**src/rtl/qacc_pkg.sv**
```systemverilog
package qacc_pkg;
    localparam int QID_W  = 14;
    localparam int ADDR_W = 32;
    localparam int LIST_W = 8;

    typedef enum logic [1:0] {
        PACE_FULL_ONLY   = 2'd0,
        PACE_SINCE_IRQ   = 2'd1,
        PACE_SINCE_FIRST = 2'd2,
        PACE_SINCE_LAST  = 2'd3
    } pace_e;

    typedef struct packed {
        logic              vld;
        logic [LIST_W-1:0] idx;
        logic [ADDR_W-1:0] data;
    } lwr_t;

    // True when one more entry reaches the programmed length
    function automatic logic reaches_len(input logic [LIST_W-1:0] fill,
                                         input logic [LIST_W-1:0] len);
        return ((LIST_W+1)'(fill) + (LIST_W+1)'(1)) >= (LIST_W+1)'(len);
    endfunction
endpackage

```
**src/rtl/qacc_tick.sv**
```systemverilog
module qacc_tick #(
    parameter int DIV = 50
) (
    input  logic clk,
    input  logic rst,
    output logic tick
);
    localparam int CW = (DIV > 1) ? $clog2(DIV) : 1;
    logic [CW-1:0] cnt;

    assign tick = (cnt == CW'(DIV - 1));

    always_ff @(posedge clk) begin
        if (rst || tick) cnt <= '0;
        else             cnt <= cnt + 1'b1;
    end
endmodule

```
**src/rtl/qacc_rr_pick.sv**
```systemverilog
module qacc_rr_pick #(
    parameter int N = 32,
    localparam int PW = (N > 1) ? $clog2(N) : 1
) (
    input  logic [N-1:0]  req,
    input  logic [PW-1:0] ptr,
    output logic          any,
    output logic [PW-1:0] idx
);
    int p;
    always_comb begin
        any = 1'b0;
        idx = '0;
        p   = 0;
        // descending scan: the smallest offset from ptr wins
        for (int k = N - 1; k >= 0; k--) begin
            p = (int'(ptr) + k) % N;
            if (req[p[PW-1:0]]) begin
                any = 1'b1;
                idx = p[PW-1:0];
            end
        end
    end
endmodule

```
**src/rtl/qacc_pacer.sv**
```systemverilog
module qacc_pacer
    import qacc_pkg::*;
#(
    parameter int DLY_W = 16
) (
    input  logic             clk,
    input  logic             rst,
    input  logic             tick,
    input  logic [1:0]       mode,
    input  logic [DLY_W-1:0] delay,
    input  logic             irq_nxt,
    input  logic             accept,
    input  logic             list_empty,
    output logic             done
);
    pace_e            m;
    logic             run;
    logic [DLY_W-1:0] tcnt;
    logic             adv;

    assign m    = pace_e'(mode);
    assign adv  = tick && (tcnt < delay);
    assign done = ((m == PACE_SINCE_IRQ) || run) && (tcnt >= delay);

    always_ff @(posedge clk) begin
        if (rst || irq_nxt) begin
            run  <= 1'b0;
            tcnt <= '0;
        end else begin
            case (m)
                PACE_SINCE_IRQ: begin
                    run <= 1'b0;
                    if (done && list_empty) tcnt <= '0;
                    else if (adv)           tcnt <= tcnt + 1'b1;
                end
                PACE_SINCE_FIRST: begin
                    if (!run) begin
                        if (accept) begin
                            run  <= 1'b1;
                            tcnt <= '0;
                        end
                    end else if (adv) tcnt <= tcnt + 1'b1;
                end
                PACE_SINCE_LAST: begin
                    if (accept) begin
                        run  <= 1'b1;
                        tcnt <= '0;
                    end else if (run && adv) tcnt <= tcnt + 1'b1;
                end
                default: begin
                    run  <= 1'b0;
                    tcnt <= '0;
                end
            endcase
        end
    end
endmodule

```
**src/rtl/qacc_channel.sv**
```systemverilog
module qacc_channel
    import qacc_pkg::*;
#(
    parameter int NUM_Q   = 32,
    parameter int CLK_MHZ = 50,
    parameter int DLY_W   = 16
) (
    input  logic              clk,
    input  logic              rst,
    input  logic              cfg_enable,
    input  logic              cfg_multi,
    input  logic [QID_W-1:0]  cfg_base_q,
    input  logic [LIST_W-1:0] cfg_list_len,
    input  logic [1:0]        cfg_pace_mode,
    input  logic [DLY_W-1:0]  cfg_delay_us,
    input  logic [NUM_Q-1:0]  q_nonempty,
    output logic              pop_req,
    output logic [QID_W-1:0]  pop_qid,
    input  logic              pop_ack,
    input  logic [ADDR_W-1:0] pop_desc,
    output logic              list_wr_en,
    output logic [LIST_W-1:0] list_wr_idx,
    output logic [ADDR_W-1:0] list_wr_data,
    output logic              irq,
    input  logic              host_ack
);
    localparam int PW = (NUM_Q > 1) ? $clog2(NUM_Q) : 1;

    logic [LIST_W-1:0] fill;
    logic              irq_q, busy, pop_req_q;
    logic [QID_W-1:0]  qid_q;
    logic [PW-1:0]     rr;
    lwr_t              wr_q;

    logic [NUM_Q-1:0]  watch;
    logic              cand_any;
    logic [PW-1:0]     cand_idx;
    logic              tick, timer_done;
    logic              accept, fire, full_hit, irq_nxt, issue;

    assign watch = q_nonempty & (cfg_multi ? {NUM_Q{1'b1}} : NUM_Q'(1));

    qacc_rr_pick #(.N(NUM_Q)) u_pick (
        .req (watch),
        .ptr (rr),
        .any (cand_any),
        .idx (cand_idx)
    );

    qacc_tick #(.DIV(CLK_MHZ)) u_tick (
        .clk  (clk),
        .rst  (rst),
        .tick (tick)
    );

    qacc_pacer #(.DLY_W(DLY_W)) u_pacer (
        .clk        (clk),
        .rst        (rst),
        .tick       (tick),
        .mode       (cfg_pace_mode),
        .delay      (cfg_delay_us),
        .irq_nxt    (irq_nxt),
        .accept     (accept),
        .list_empty (fill == '0),
        .done       (timer_done)
    );

    assign accept   = pop_ack && busy && (pop_desc != '0);
    assign fire     = timer_done && !busy && (fill != '0) && !irq_q;
    assign full_hit = accept && reaches_len(fill, cfg_list_len);
    assign irq_nxt  = irq_q ? !host_ack : (full_hit || fire);
    assign issue    = cfg_enable && !irq_q && !busy && !fire && cand_any
                      && (fill < cfg_list_len);

    always_ff @(posedge clk) begin
        if (rst) begin
            fill      <= '0;
            irq_q     <= 1'b0;
            busy      <= 1'b0;
            pop_req_q <= 1'b0;
            qid_q     <= '0;
            rr        <= '0;
            wr_q      <= '0;
        end else begin
            irq_q     <= irq_nxt;
            pop_req_q <= issue;
            if (issue) begin
                busy  <= 1'b1;
                qid_q <= cfg_base_q + QID_W'(cand_idx);
                rr    <= (cand_idx == PW'(NUM_Q - 1)) ? '0 : cand_idx + 1'b1;
            end else if (pop_ack) begin
                busy  <= 1'b0;
            end
            if (irq_q && host_ack) fill <= '0;
            else if (accept)       fill <= fill + 1'b1;
            wr_q.vld  <= accept;
            wr_q.idx  <= fill;
            wr_q.data <= pop_desc;
        end
    end

    assign pop_req      = pop_req_q;
    assign pop_qid      = qid_q;
    assign list_wr_en   = wr_q.vld;
    assign list_wr_idx  = wr_q.idx;
    assign list_wr_data = wr_q.data;
    assign irq          = irq_q;
endmodule

```
**config.mk**
```make
export PLATFORM = sky130hd
export DESIGN_NAME = qacc_channel
export DESIGN_NICKNAME = d
export VERILOG_FILES = /design/src/rtl/qacc_pkg.sv /design/src/rtl/qacc_tick.sv /design/src/rtl/qacc_rr_pick.sv /design/src/rtl/qacc_pacer.sv /design/src/rtl/qacc_channel.sv
export SDC_FILE = /design/constraint.sdc
export NUM_CORES = 1
export LEC_CHECK = 0
export BUFFER_PORTS_ARGS = -buffer_cell sky130_fd_sc_hd__buf_2
export CELL_PAD_IN_SITES_DETAIL_PLACEMENT = 0
export CELL_PAD_IN_SITES_GLOBAL_PLACEMENT = 2
export CORE_MARGIN = 1.5
export CORE_UTILIZATION = 32
export DETAILED_ROUTE_END_ITERATION = 8
export PLACE_DENSITY_LB_ADDON = 0.1
export SYNTH_ARGS = -nofsm -noshare
export SYNTH_HDL_FRONTEND = slang
export SYNTH_HIERARCHICAL = 1
export SYNTH_SLANG_ARGS = --single-unit
```
**constraint.sdc**
```tcl
create_clock -name clk -period 5.4 [get_ports clk]
set_input_delay 0.27 -clock clk [delete_from_list [all_inputs] [get_ports clk]]
set_output_delay 0.27 -clock clk [all_outputs]
set_load 0.05 [all_outputs]
```
==> results of run 1 <==
-- worst max-delay path: cells and delay by family, from the launching register on --
family,cells,cell delay (ns)
and+or+nand+nor,5,1.29
muxes,2,1.18
AOI/OAI and AO/OA,5,1.03
buffers and inverters,4,0.76
adders and majority gates,2,0.41
DFF,1,0.36
-- flip-flops by register name, indices dropped and copies added (netlist names) --
signal and count:
busy 1, fill 8, irq 1, list_wr_data 32, list_wr_en 1, list_wr_idx 8, pop_qid 14, pop_req 1
rr 5, u_pacer/run 1, u_pacer/tcnt 16, u_tick/cnt 6
-- through the flow --
| step | instances | setup WS [ns] | hold slack [ns] |
|---|---|---|---|
| floorplan | 1266 | 0.01243 | 0.3424 |
| global placement | 1905 | 0.07942 | 0.4688 |
| detailed placement | 1905 | 0.07106 | 0.4757 |
| CTS | 1921 | 0.06865 | 0.1161 |
| global route | 1932 | -0.008658 | 0.1210 |
| finish | 1932 | 0.2021 | 0.1317 |
-- cell families (layout without fill, tap and decap cells) --
kind of cell               after synthesis  in the layout  share of synthesized area, %
buffers and inverters                  127            344                         5.493
xor gates and xnor gates                60             60                         5.562
other                                    0              1                             0
DFF                                     94             94                         17.21
adders and majority gates               58             58                         6.706
AOI/OAI and AO/OA                      333            333                         21.10
and+or+nand+nor                        443            443                         21.73
muxes                                  151            151                         22.19
-- what timing repair did --
| item | in CTS | in global routing |
|---|---|---|
| setup endpoints to repair | 0 | 12 |
| buffers inserted | 0 | 8 |
| resized for setup | 0 | 40 |
-- final cells by class --
class / count / share of cell area [%]
Antenna cell: 1 / 0.01887
Clock buffer: 10 / 1.726
Clock inverter: 6 / 0.5188
Inverter: 63 / 1.802
Multi-Input combinational cell: 1045 / 64.97
Sequential cell: 94 / 14.23
Tap cell: 448 / 4.226
Timing Repair Buffer: 265 / 12.51
-- Yosys cell counts (6+ instances only) --
cell,instances
mux2_1,7
buf_6,7
o31ai_1,6
mux2_2,19
o221ai_1,8
nand3_1,37
a21oi_2,6
nand2b_1,15
mux2i_1,55
nor3_1,19
inv_1,55
mux4_1,8
dfxtp_1,94
nand2_1,106
nand4_1,12
mux4_2,57
ha_1,57
buf_4,6
or3_1,6
clkbuf_1,31
xnor2_1,36
nor2_1,83
xor2_1,16
a21oi_1,90
nor2b_1,49
o22ai_1,8
a211o_1,8
o2111ai_1,9
a31oi_1,10
a21o_1,6
nor4_1,15
o21ai_1,19
buf_2,13
o21a_1,8
and2_1,42
and3_1,9
o211ai_1,11
a211oi_1,19
o21ai_0,56
-- power groups by stage --
stage / clock, mW / combinational [mW] / sequential (mW)
after floorplan: 0 / 4.21 / 0.913
after global placement: 0 / 6.43 / 0.788
after detailed placement: 0 / 6.36 / 0.790
after CTS: 0.691 / 6.40 / 0.774
after global routing: 0.712 / 7.24 / 0.782
final: 0.665 / 6.81 / 0.774
-- worst max path at each step --
stage                             from                       end  slack [ns]  cells past startpoint
floorplan           rr[0]$_SDFFE_PP0P_   pop_qid[4]$_SDFFE_PP0P_        0.01                     24
global placement    rr[1]$_SDFFE_PP0P_   pop_qid[9]$_SDFFE_PP0P_        0.08                     19
detailed placement  rr[1]$_SDFFE_PP0P_  pop_qid[13]$_SDFFE_PP0P_        0.07                     20
CTS                 rr[1]$_SDFFE_PP0P_   pop_qid[4]$_SDFFE_PP0P_        0.07                     21
global route        rr[0]$_SDFFE_PP0P_  pop_qid[13]$_SDFFE_PP0P_      -0.009                     18
finish              rr[0]$_SDFFE_PP0P_        rr[3]$_SDFFE_PP0P_        0.20                     18
-- per-layer routing --
metal	vias to the layer above	part of all wire, %	wire, um	track usage, %
li1	5181	-	-	-
met1	5339	46	19160	31.72
met2	364	46	19100	37.15
met3	53	6.2	2577	3.425
met4	0	2.2	913	5.415
met5	-	0	0	0
-- cell usage in the layout, fill, tap and decap left out, types with 14 or more instances in the layout --
cell and instances:
o21ai_0 56, and2_1 41, nand2_1 106, dfxtp_1 91, nor2b_1 47, mux2_2 17, a211oi_1 18, buf_2 166
mux2i_1 51, ha_1 51, xnor2_1 34, inv_1 55, nor4_1 14, o21ai_1 18, mux4_2 61, nand2b_1 15
xor2_1 16, nor3_1 17, nand3_1 37, a21oi_1 89, buf_4 93, nor2_1 83
==> flow_summary.yaml, run 1 <==
floorplanning:
  start_util_pct: 32.52
  dieArea_sq_mm: 0.03528
  dieWidth_um: 187.8
  core_area_sq_mm: 0.03362
  die_y_um: 187.8
  io_pins: 167
  core.rowCount: 67
global_route:
  antenna_found_initial: 1
  grt_overflow: 0
  grt_max_degree: 69
  grt_pass1_vias: 10400
  grt_pass1_wl_um: 62430
  grt.total_usage_pct: 22.84
placed_design:
  hpwl_um: 32900
  io_buffers: 166
  placedInstanceArea_sq_mm: 0.01269
  place_congestion: 0.9097
synthesis:
  yosysWarnings: 6
  synth.top_cell.area_share_pct: 17.21
  yosysSeqAreaShare_pct: 17.21
  synthesis.area_sq_mm: 0.01093
  synth_nets: 1434
  synth_cell_types: 114
  synth.avg_cell_area_sq_um: 8.636
  syn_inst: 1266
  synthFlopType: "dfxtp_1"
  async_flop_share_pct: 0
  ys_ff_latch: 94
  synth_edf_count: 0
  synthTopCellsByArea: "dfxtp_1, mux4_2, ha_1, mux2i_1, a21oi_1"
  yosysTopAreaCell: "dfxtp_1"
critical_path:
  cp_max_fo: 28
  crit_top_cell: "buf_4"
  arrival_ns: 5.44
  r2r-start: "rr[0]$_SDFFE_PP0P_"
  cp-start-kind: "register"
  cp.required_ns: 5.64
  path_cells: "buf_12, buf_4, mux4_2, mux4_2, and2_4, a21oi_4, buf_4, nor2_1, o31ai_1, a31oi_1, nor4_2, a21oi_2, buf_4, ha_1, and3_1, ha_1, or4_1, a21oi_1"
  slowest_stage: "mux4_2"
  rr_endpoint: "rr[3]$_SDFFE_PP0P_"
  max_stage_delay_ns: 0.60
  setup.worst_path.class: "reg -> reg"
  rrSetupSlack_ns: 0.20
  ff2ff_path_depth: 18
  end_kind: "register"
clock_network:
  clk_pin_slew_ns: 0.07
  cts.sinks: 94
  cts_tree: "built"
  numCtsBuffers: 9
  ctsHoldBuffers: 0
  root_buffer: "clkbuf_16"
  cts.path.max_buffers: 2
  htree_num_levels: 3
  clkLatencyLatePin_ns: 0.36
power_and_ir_drop:
  leakagePower_nw: 5.481
  power.switching_mw: 4.360
  powerDensity_mw_per_mm2: 622.2
  clockPowerShare_pct: 8.1
  vdd_drop_max_uv: 205.7
  seqPwrFrac_pct: 9.4
  finalPower_mw: 8.253
  switching_share_pct: 52.82
  pwr-share-comb_pct: 82.6
  p_int_mw: 3.894
final_layout:
  drive_gt1_share_pct: 30.68
  design_area_sq_mm: 0.01326
  multi_input_area_sq_mm: 0.008617
  regArea_sq_mm: 0.001888
  syn_to_final_growth_pct: 21.32
  nNetsFinal: 1646
  fillCellCount: 3483
  finalCoreUtilization_pct: 39.46
routing:
  wire_per_inst_um: 21.61
  vias: 10940
  first_iter_violations: 730
  wirelength_um: 41760
  vias_per_cell: 5.661
  ant_nets: 0
  route.detailed.drc: 0
  drt_pass1_iterations: 5
hold_path:
  hold_class: "in -> reg"
  holdCritStartpoint: "pop_desc[0]"
  holdPathStages: 2
  holdPathEnd: "list_wr_data[0]$_SDFF_PP0_"
sta:
  max_freq_mhz: 192.4
  maxSlewViolCount: 0
  hold_viol_final: 0
  slew_headroom_pct: 42.60
  setup_tns_ns: 0
  worst_pin_slew_ns: 0.8544
  finClkSkew_ns: 0.01296
  min_period_ns: 5.198
  finalCritPeriodShare_pct: 96.26
  final-setup-viol-count: 0
flow_run:
  cap_violations: 0
status:
  outcome: "finished clean"
Power figures use the tool's default switching activity.
==> inputs of run 2 (changes only) <==
--- a/config.mk
+++ b/config.mk
@@ -9,7 +9,7 @@
 export CELL_PAD_IN_SITES_DETAIL_PLACEMENT = 0
 export CELL_PAD_IN_SITES_GLOBAL_PLACEMENT = 2
 export CORE_MARGIN = 1.5
-export CORE_UTILIZATION = 32
+export CORE_UTILIZATION = 38
 export DETAILED_ROUTE_END_ITERATION = 8
 export PLACE_DENSITY_LB_ADDON = 0.1
 export SYNTH_ARGS = -nofsm -noshare
==> constraint.sdc (replaced) <==
create_clock -name clk -period 6.3 [get_ports clk]
set_input_delay 0.315 -clock clk [delete_from_list [all_inputs] [get_ports clk]]
set_output_delay 0.315 -clock clk [all_outputs]
set_load 0.05 [all_outputs]
==> run 2 against run 1 <==
  * Sequential cell count stayed put
  * First-iteration DRC count increased by 28%
  * Clock skew increased by 0.0065 ns
  * Critical path depth increased by 2
  * Cell area shrank 6.1%
  * Count of clock-buffer cells in the layout is 1 lower
  * Register-to-register slack improved by 0.42 ns
  * Highest routed layer unchanged
==> flow_summary.yaml, run 2 (same netlist as run 1, synthesis figures left out) <==
global_route:
  grt_pass1_wl_um: 59310
  grt_pass1_vias: 10070
  grt_overflow: 0
  grt_max_degree: 69
  grt.total_usage_pct: 24.93
  antenna_found_initial: 0
sta:
  max_freq_mhz: 176.2
  holdWs_ns: 0.1923
  finalCritPeriodShare_pct: 90.07
  final-setup-viol-count: 0
  rsz0062_at_grt: "no"
  slew_headroom_pct: 25.95
  hold_viol_final: 0
  worst_pin_slew_ns: 1.105
  setup_tns_ns: 0
  maxSlewViolCount: 0
  min_period_ns: 5.674
  finClkSkew_ns: 0.01942
power_and_ir_drop:
  pwr-share-comb_pct: 81.0
  vdd_drop_max_uv: 202.1
  p_int_mw: 2.890
  power.switching_mw: 3.466
  switching_share_pct: 54.53
  seqPwrFrac_pct: 10.5
  clockPowerShare_pct: 8.5
  powerDensity_mw_per_mm2: 510.5
  leakagePower_nw: 5.135
final_layout:
  num_antenna_cells: 0
  drive_gt1_share_pct: 25.53
  final_common_cell: "buf_2"
  fillCellCount: 2921
  syn_to_final_growth_pct: 13.89
  layout_common_cells: "buf_2, nand2_1, dfxtp_1"
  largest_reg_flops: 32
  nNetsFinal: 1581
routing:
  wirelength_um: 38260
  vias_per_cell: 6.011
  first_iter_violations: 936
  met3_length_um: 2425
  vias: 10800
  ant_nets: 0
  drt_pass1_iterations: 6
  route.detailed.drc: 0
  wire_per_inst_um: 21.31
  dr_wl_met2_um: 17450
  dr.max_layer_used: "met4"
  met1_length_um: 17460
critical_path:
  end_kind: "register"
  cp_max_fo: 52
  crit_start: "rr[1]$_SDFFE_PP0P_"
  cp-start-kind: "register"
  cp-endpoint: "pop_qid[4]$_SDFFE_PP0P_"
  rrSetupSlack_ns: 0.63
  max_stage_delay_ns: 0.65
  rr_endpoint: "pop_qid[4]$_SDFFE_PP0P_"
  ff2ff_path_depth: 20
  arrival_ns: 5.94
  cp.required_ns: 6.57
  setup.worst_path.class: "reg -> reg"
  slowest_stage: "nor3_1"
  path_cells: "buf_12, ha_1, buf_4, a21boi_0, xnor2_2, mux2i_1, o22ai_1, nor3_1, mux2_2, o211ai_1, a31oi_1, o21ai_1, a21oi_1, inv_1, fa_1, nor2b_1, o21a_1, nor3_1, or4b_1, a21oi_1"
  r2r-start: "rr[1]$_SDFFE_PP0P_"
status:
  outcome: "finished clean"
clock_network:
  clkLatencyLatePin_ns: 0.35
  clk_pin_slew_ns: 0.08
  cts.sinks: 94
  cts_tree: "built"
  ctsHoldBuffers: 0
  htree_num_levels: 3
  numCtsBuffers: 9
  post_cts_buffers: 0
  cts_resized: 0
  cts.path.max_buffers: 2
  root_buffer: "clkbuf_16"
floorplanning:
  io_pins: 167
  start_util_pct: 38.93
  dieWidth_um: 172.6
  core_area_sq_mm: 0.02809
  dieArea_sq_mm: 0.02980
  die_y_um: 172.6
  core.rowCount: 61
placed_design:
  hpwl_um: 29870
  io_buffers: 166
  place_congestion: 0.9578
flow_run:
  cap_violations: 0
hold_path:
  holdCritStartpoint: "pop_desc[11]"
  hold_class: "in -> reg"
==> run 2: final cells by class <==
class / count / area [sq um] / area share [%]
Multi-Input combinational cell: 1045 / 8451 / 67.87
Sequential cell: 94 / 1886 / 15.14
Timing Repair Buffer: 200 / 1111 / 8.923
Tap cell: 378 / 473.0 / 3.798
Inverter: 63 / 236.5 / 1.899
Clock buffer: 9 / 225.2 / 1.809
Clock inverter: 7 / 70.07 / 0.5627
==> run 2: worst max-delay path: cells and delay by family, from the launching register on <==
kind,cells,cell delay (ns)
adder cells (fa/ha/maj),2,0.71
buffers and inverters,3,0.67
flip-flops,1,0.36
multiplexers,2,0.58
AO/OA/AOI/OAI,8,1.40
XOR/XNOR,1,0.47
AND/OR/NAND/NOR,4,1.37
==> run 2: routing by layer <==
layer	vias up	GRT usage [%]
met3	47	3.122
met5	-	0
li1	5060	-
met1	5272	35.33
met2	416	39.62
met4	0	7.237
==> run 2: worst min path at each step <==
stage / to / slack (ns) / depth (start not counted)
final: list_wr_data[11]$_SDFF_PP0_ / 0.19 / 2
after global routing: list_wr_data[26]$_SDFF_PP0_ / 0.19 / 2
after CTS: list_wr_data[26]$_SDFF_PP0_ / 0.18 / 2
after global placement: pop_qid[0]$_SDFFE_PP0P_ / 0.47 / 2
after detailed placement: u_tick/cnt[0]$_SDFF_PP0_ / 0.47 / 1
after floorplan: u_tick/cnt[3]$_SDFF_PP0_ / 0.39 / 1
==> run 2: stage by stage <==
step	utilization, %	std cells	setup slack, ns	power (mW)	area [sq um]
floorplan	-	1266	0.4350	4.377	10930
global placement	43.28	1780	0.7976	5.741	12160
detailed placement	43.28	1780	0.7734	5.683	12160
CTS	44.33	1796	0.7199	6.251	12450
global route	44.33	1796	0.2515	6.743	12450
finish	44.33	1796	0.6255	6.356	12450
==> run 2: power by group through the flow <==
stage	Clock, mW	Combinational [mW]	Sequential (mW)
6_report	0.537	5.15	0.671
5_1_grt	0.572	5.50	0.676
4_1_cts	0.552	5.03	0.671
3_5_place_dp	0	5.00	0.684
3_3_place_gp	0	5.06	0.684
2_1_floorplan	0	3.60	0.782
==> inputs of run 3 (changes only) <==
--- a/config.mk
+++ b/config.mk
@@ -11,7 +11,7 @@
 export CORE_MARGIN = 1.5
 export CORE_UTILIZATION = 38
 export DETAILED_ROUTE_END_ITERATION = 8
-export PLACE_DENSITY_LB_ADDON = 0.1
+export PLACE_DENSITY = 0.95
 export SYNTH_ARGS = -nofsm -noshare
 export SYNTH_HDL_FRONTEND = slang
 export SYNTH_HIERARCHICAL = 1
==> run 3 against run 2 <==
  * Critical path depth increased by 1
  * Sequential cell count unchanged
  * Sequential power about the same
  * Setup slack got worse by 0.15 ns
  * Combinational power decreased by 2%
==> flow_summary.yaml, run 3 (same netlist as run 1, synthesis figures left out) <==
status:
  outcome: "finished clean"
global_route:
  grt_pass1_wl_um: 58600
  grt_pass1_vias: 10300
  grt_overflow: 0
  antenna_found_initial: 0
  grt.total_usage_pct: 24.49
  grt_max_degree: 69
power_and_ir_drop:
  clockPowerShare_pct: 8.7
  switching_share_pct: 54.40
  leakagePower_nw: 5.110
  power.switching_mw: 3.423
  powerDensity_mw_per_mm2: 507.2
  p_int_mw: 2.869
  vdd_drop_max_uv: 204.0
  pwr-share-comb_pct: 80.6
  seqPwrFrac_pct: 10.7
  finalPower_mw: 6.292
sta:
  finalCritPeriodShare_pct: 92.50
  worst_pin_slew_ns: 0.9947
  rsz0062_at_grt: "no"
  final-setup-viol-count: 0
  slew_headroom_pct: 33.21
  min_period_ns: 5.828
  hold_viol_final: 0
  maxSlewViolCount: 0
  finClkSkew_ns: 0.009039
  max_freq_mhz: 171.6
  setup_tns_ns: 0
final_layout:
  final_common_cell: "buf_2"
  syn_to_final_growth_pct: 13.46
  drive_gt1_share_pct: 25.42
  fin_cells: 1794
  largest_reg_flops: 32
  num_antenna_cells: 0
  nNetsFinal: 1579
  layout_common_cells: "buf_2, nand2_1, dfxtp_1"
hold_path:
  hold_class: "in -> reg"
  holdCritStartpoint: "pop_desc[1]"
clock_network:
  cts.sinks: 94
  clkLatencyLatePin_ns: 0.35
  cts_tree: "built"
  root_buffer: "clkbuf_16"
  htree_num_levels: 3
  clk_pin_slew_ns: 0.08
  post_cts_buffers: 0
  cts_resized: 0
  cts.path.max_buffers: 2
  numCtsBuffers: 9
  ctsHoldBuffers: 0
critical_path:
  crit_start: "rr[1]$_SDFFE_PP0P_"
  cp-start-kind: "register"
  setup.worst_path.class: "reg -> reg"
  cp_max_fo: 51
  rrSetupSlack_ns: 0.47
  r2r-start: "rr[1]$_SDFFE_PP0P_"
  arrival_ns: 6.10
  end_kind: "register"
  cp.required_ns: 6.57
routing:
  ant_nets: 0
  drt_pass1_iterations: 5
  vias_per_cell: 5.989
  wirelength_um: 37460
  first_iter_violations: 1012
  route.detailed.drc: 0
  wire_per_inst_um: 20.88
  vias: 10740
placed_design:
  dp_cells: 1778
  place_congestion: 1.001
  hpwl_um: 29600
  io_buffers: 166
floorplanning:
  core.rowCount: 61
  dieWidth_um: 172.6
  dieArea_sq_mm: 0.02980
  die_y_um: 172.6
  start_util_pct: 38.93
  core_area_sq_mm: 0.02809
  io_pins: 167
flow_run:
  cap_violations: 0
-- run 3: cell types whose count changed in the layout (fill, tap and decap cells not counted), sizes merged --
cell,before,now
buf,200,198
clkinv,8,3
clkinvlp,1,3
inv,61,64
-- run 3: worst paths after layout --
check	end	cells past startpoint
max	pop_qid[4]$_SDFFE_PP0P_	21
min	list_wr_data[1]$_SDFF_PP0_	2
min reg2reg	u_tick/cnt[0]$_SDFF_PP0_	1
max reg2reg	pop_qid[4]$_SDFFE_PP0P_	21
-- run 3: layer usage --
layer,vias to the layer above,global-route usage [%],wire length (um)
met4,0,7.602,1179
li1,5037,-,-
met2,570,39.67,17160
met3,88,3.276,3056
met5,-,0,0
met1,5049,33.75,16070
-- run 3: final cells by class --
cell class,instances,area [sq um]
fill,2834,15680
multi-input combinational,1045,8451
sequential,94,1886
timing repair buffer,198,1071
tap,378,473.0
inverter,63,236.5
clock buffer,9,225.2
clock inverter,7,62.56
-- run 3: power by group through the flow --
stage	clock network [mW]	logic, mW	registers [mW]
final	0.547	5.07	0.671
after global routing	0.583	5.39	0.675
after CTS	0.559	4.94	0.670
after detailed placement	0	4.92	0.683
after global placement	0	4.93	0.683
after floorplan	0	3.60	0.782
-- run 3: critical path: stages (launching register included) --
cell	delay, ns
dfxtp_2	0.34
buf_4	0.53
ha_1	0.36
nand2_1	0.12
xnor2_2	0.54
mux2i_1	0.41
mux2i_1	0.23
buf_4	0.21
nand2b_1	0.15
a211o_1	0.29
a211o_1	0.30
a211oi_2	0.18
a311o_1	0.18
a31o_1	0.19
ha_1	0.21
inv_1	0.06
fa_1	0.40
nor2b_1	0.17
o21a_1	0.14
nor3_1	0.04
or4b_1	0.50
a21oi_1	0.14
-- run 3: metrics by stage --
stage | hold slack [ns] | worst slack (ns) | util [%] | area, sq um
2_1_floorplan | 0.3874 | 0.4350 | - | 10930
3_3_place_gp | 0.4648 | 0.6633 | 43.14 | 12120
3_5_place_dp | 0.4656 | 0.5688 | 43.14 | 12120
4_1_cts | 0.1786 | 0.5536 | 44.16 | 12400
5_1_grt | 0.1834 | 0.1345 | 44.16 | 12400
6_report | 0.1866 | 0.4725 | 44.16 | 12400
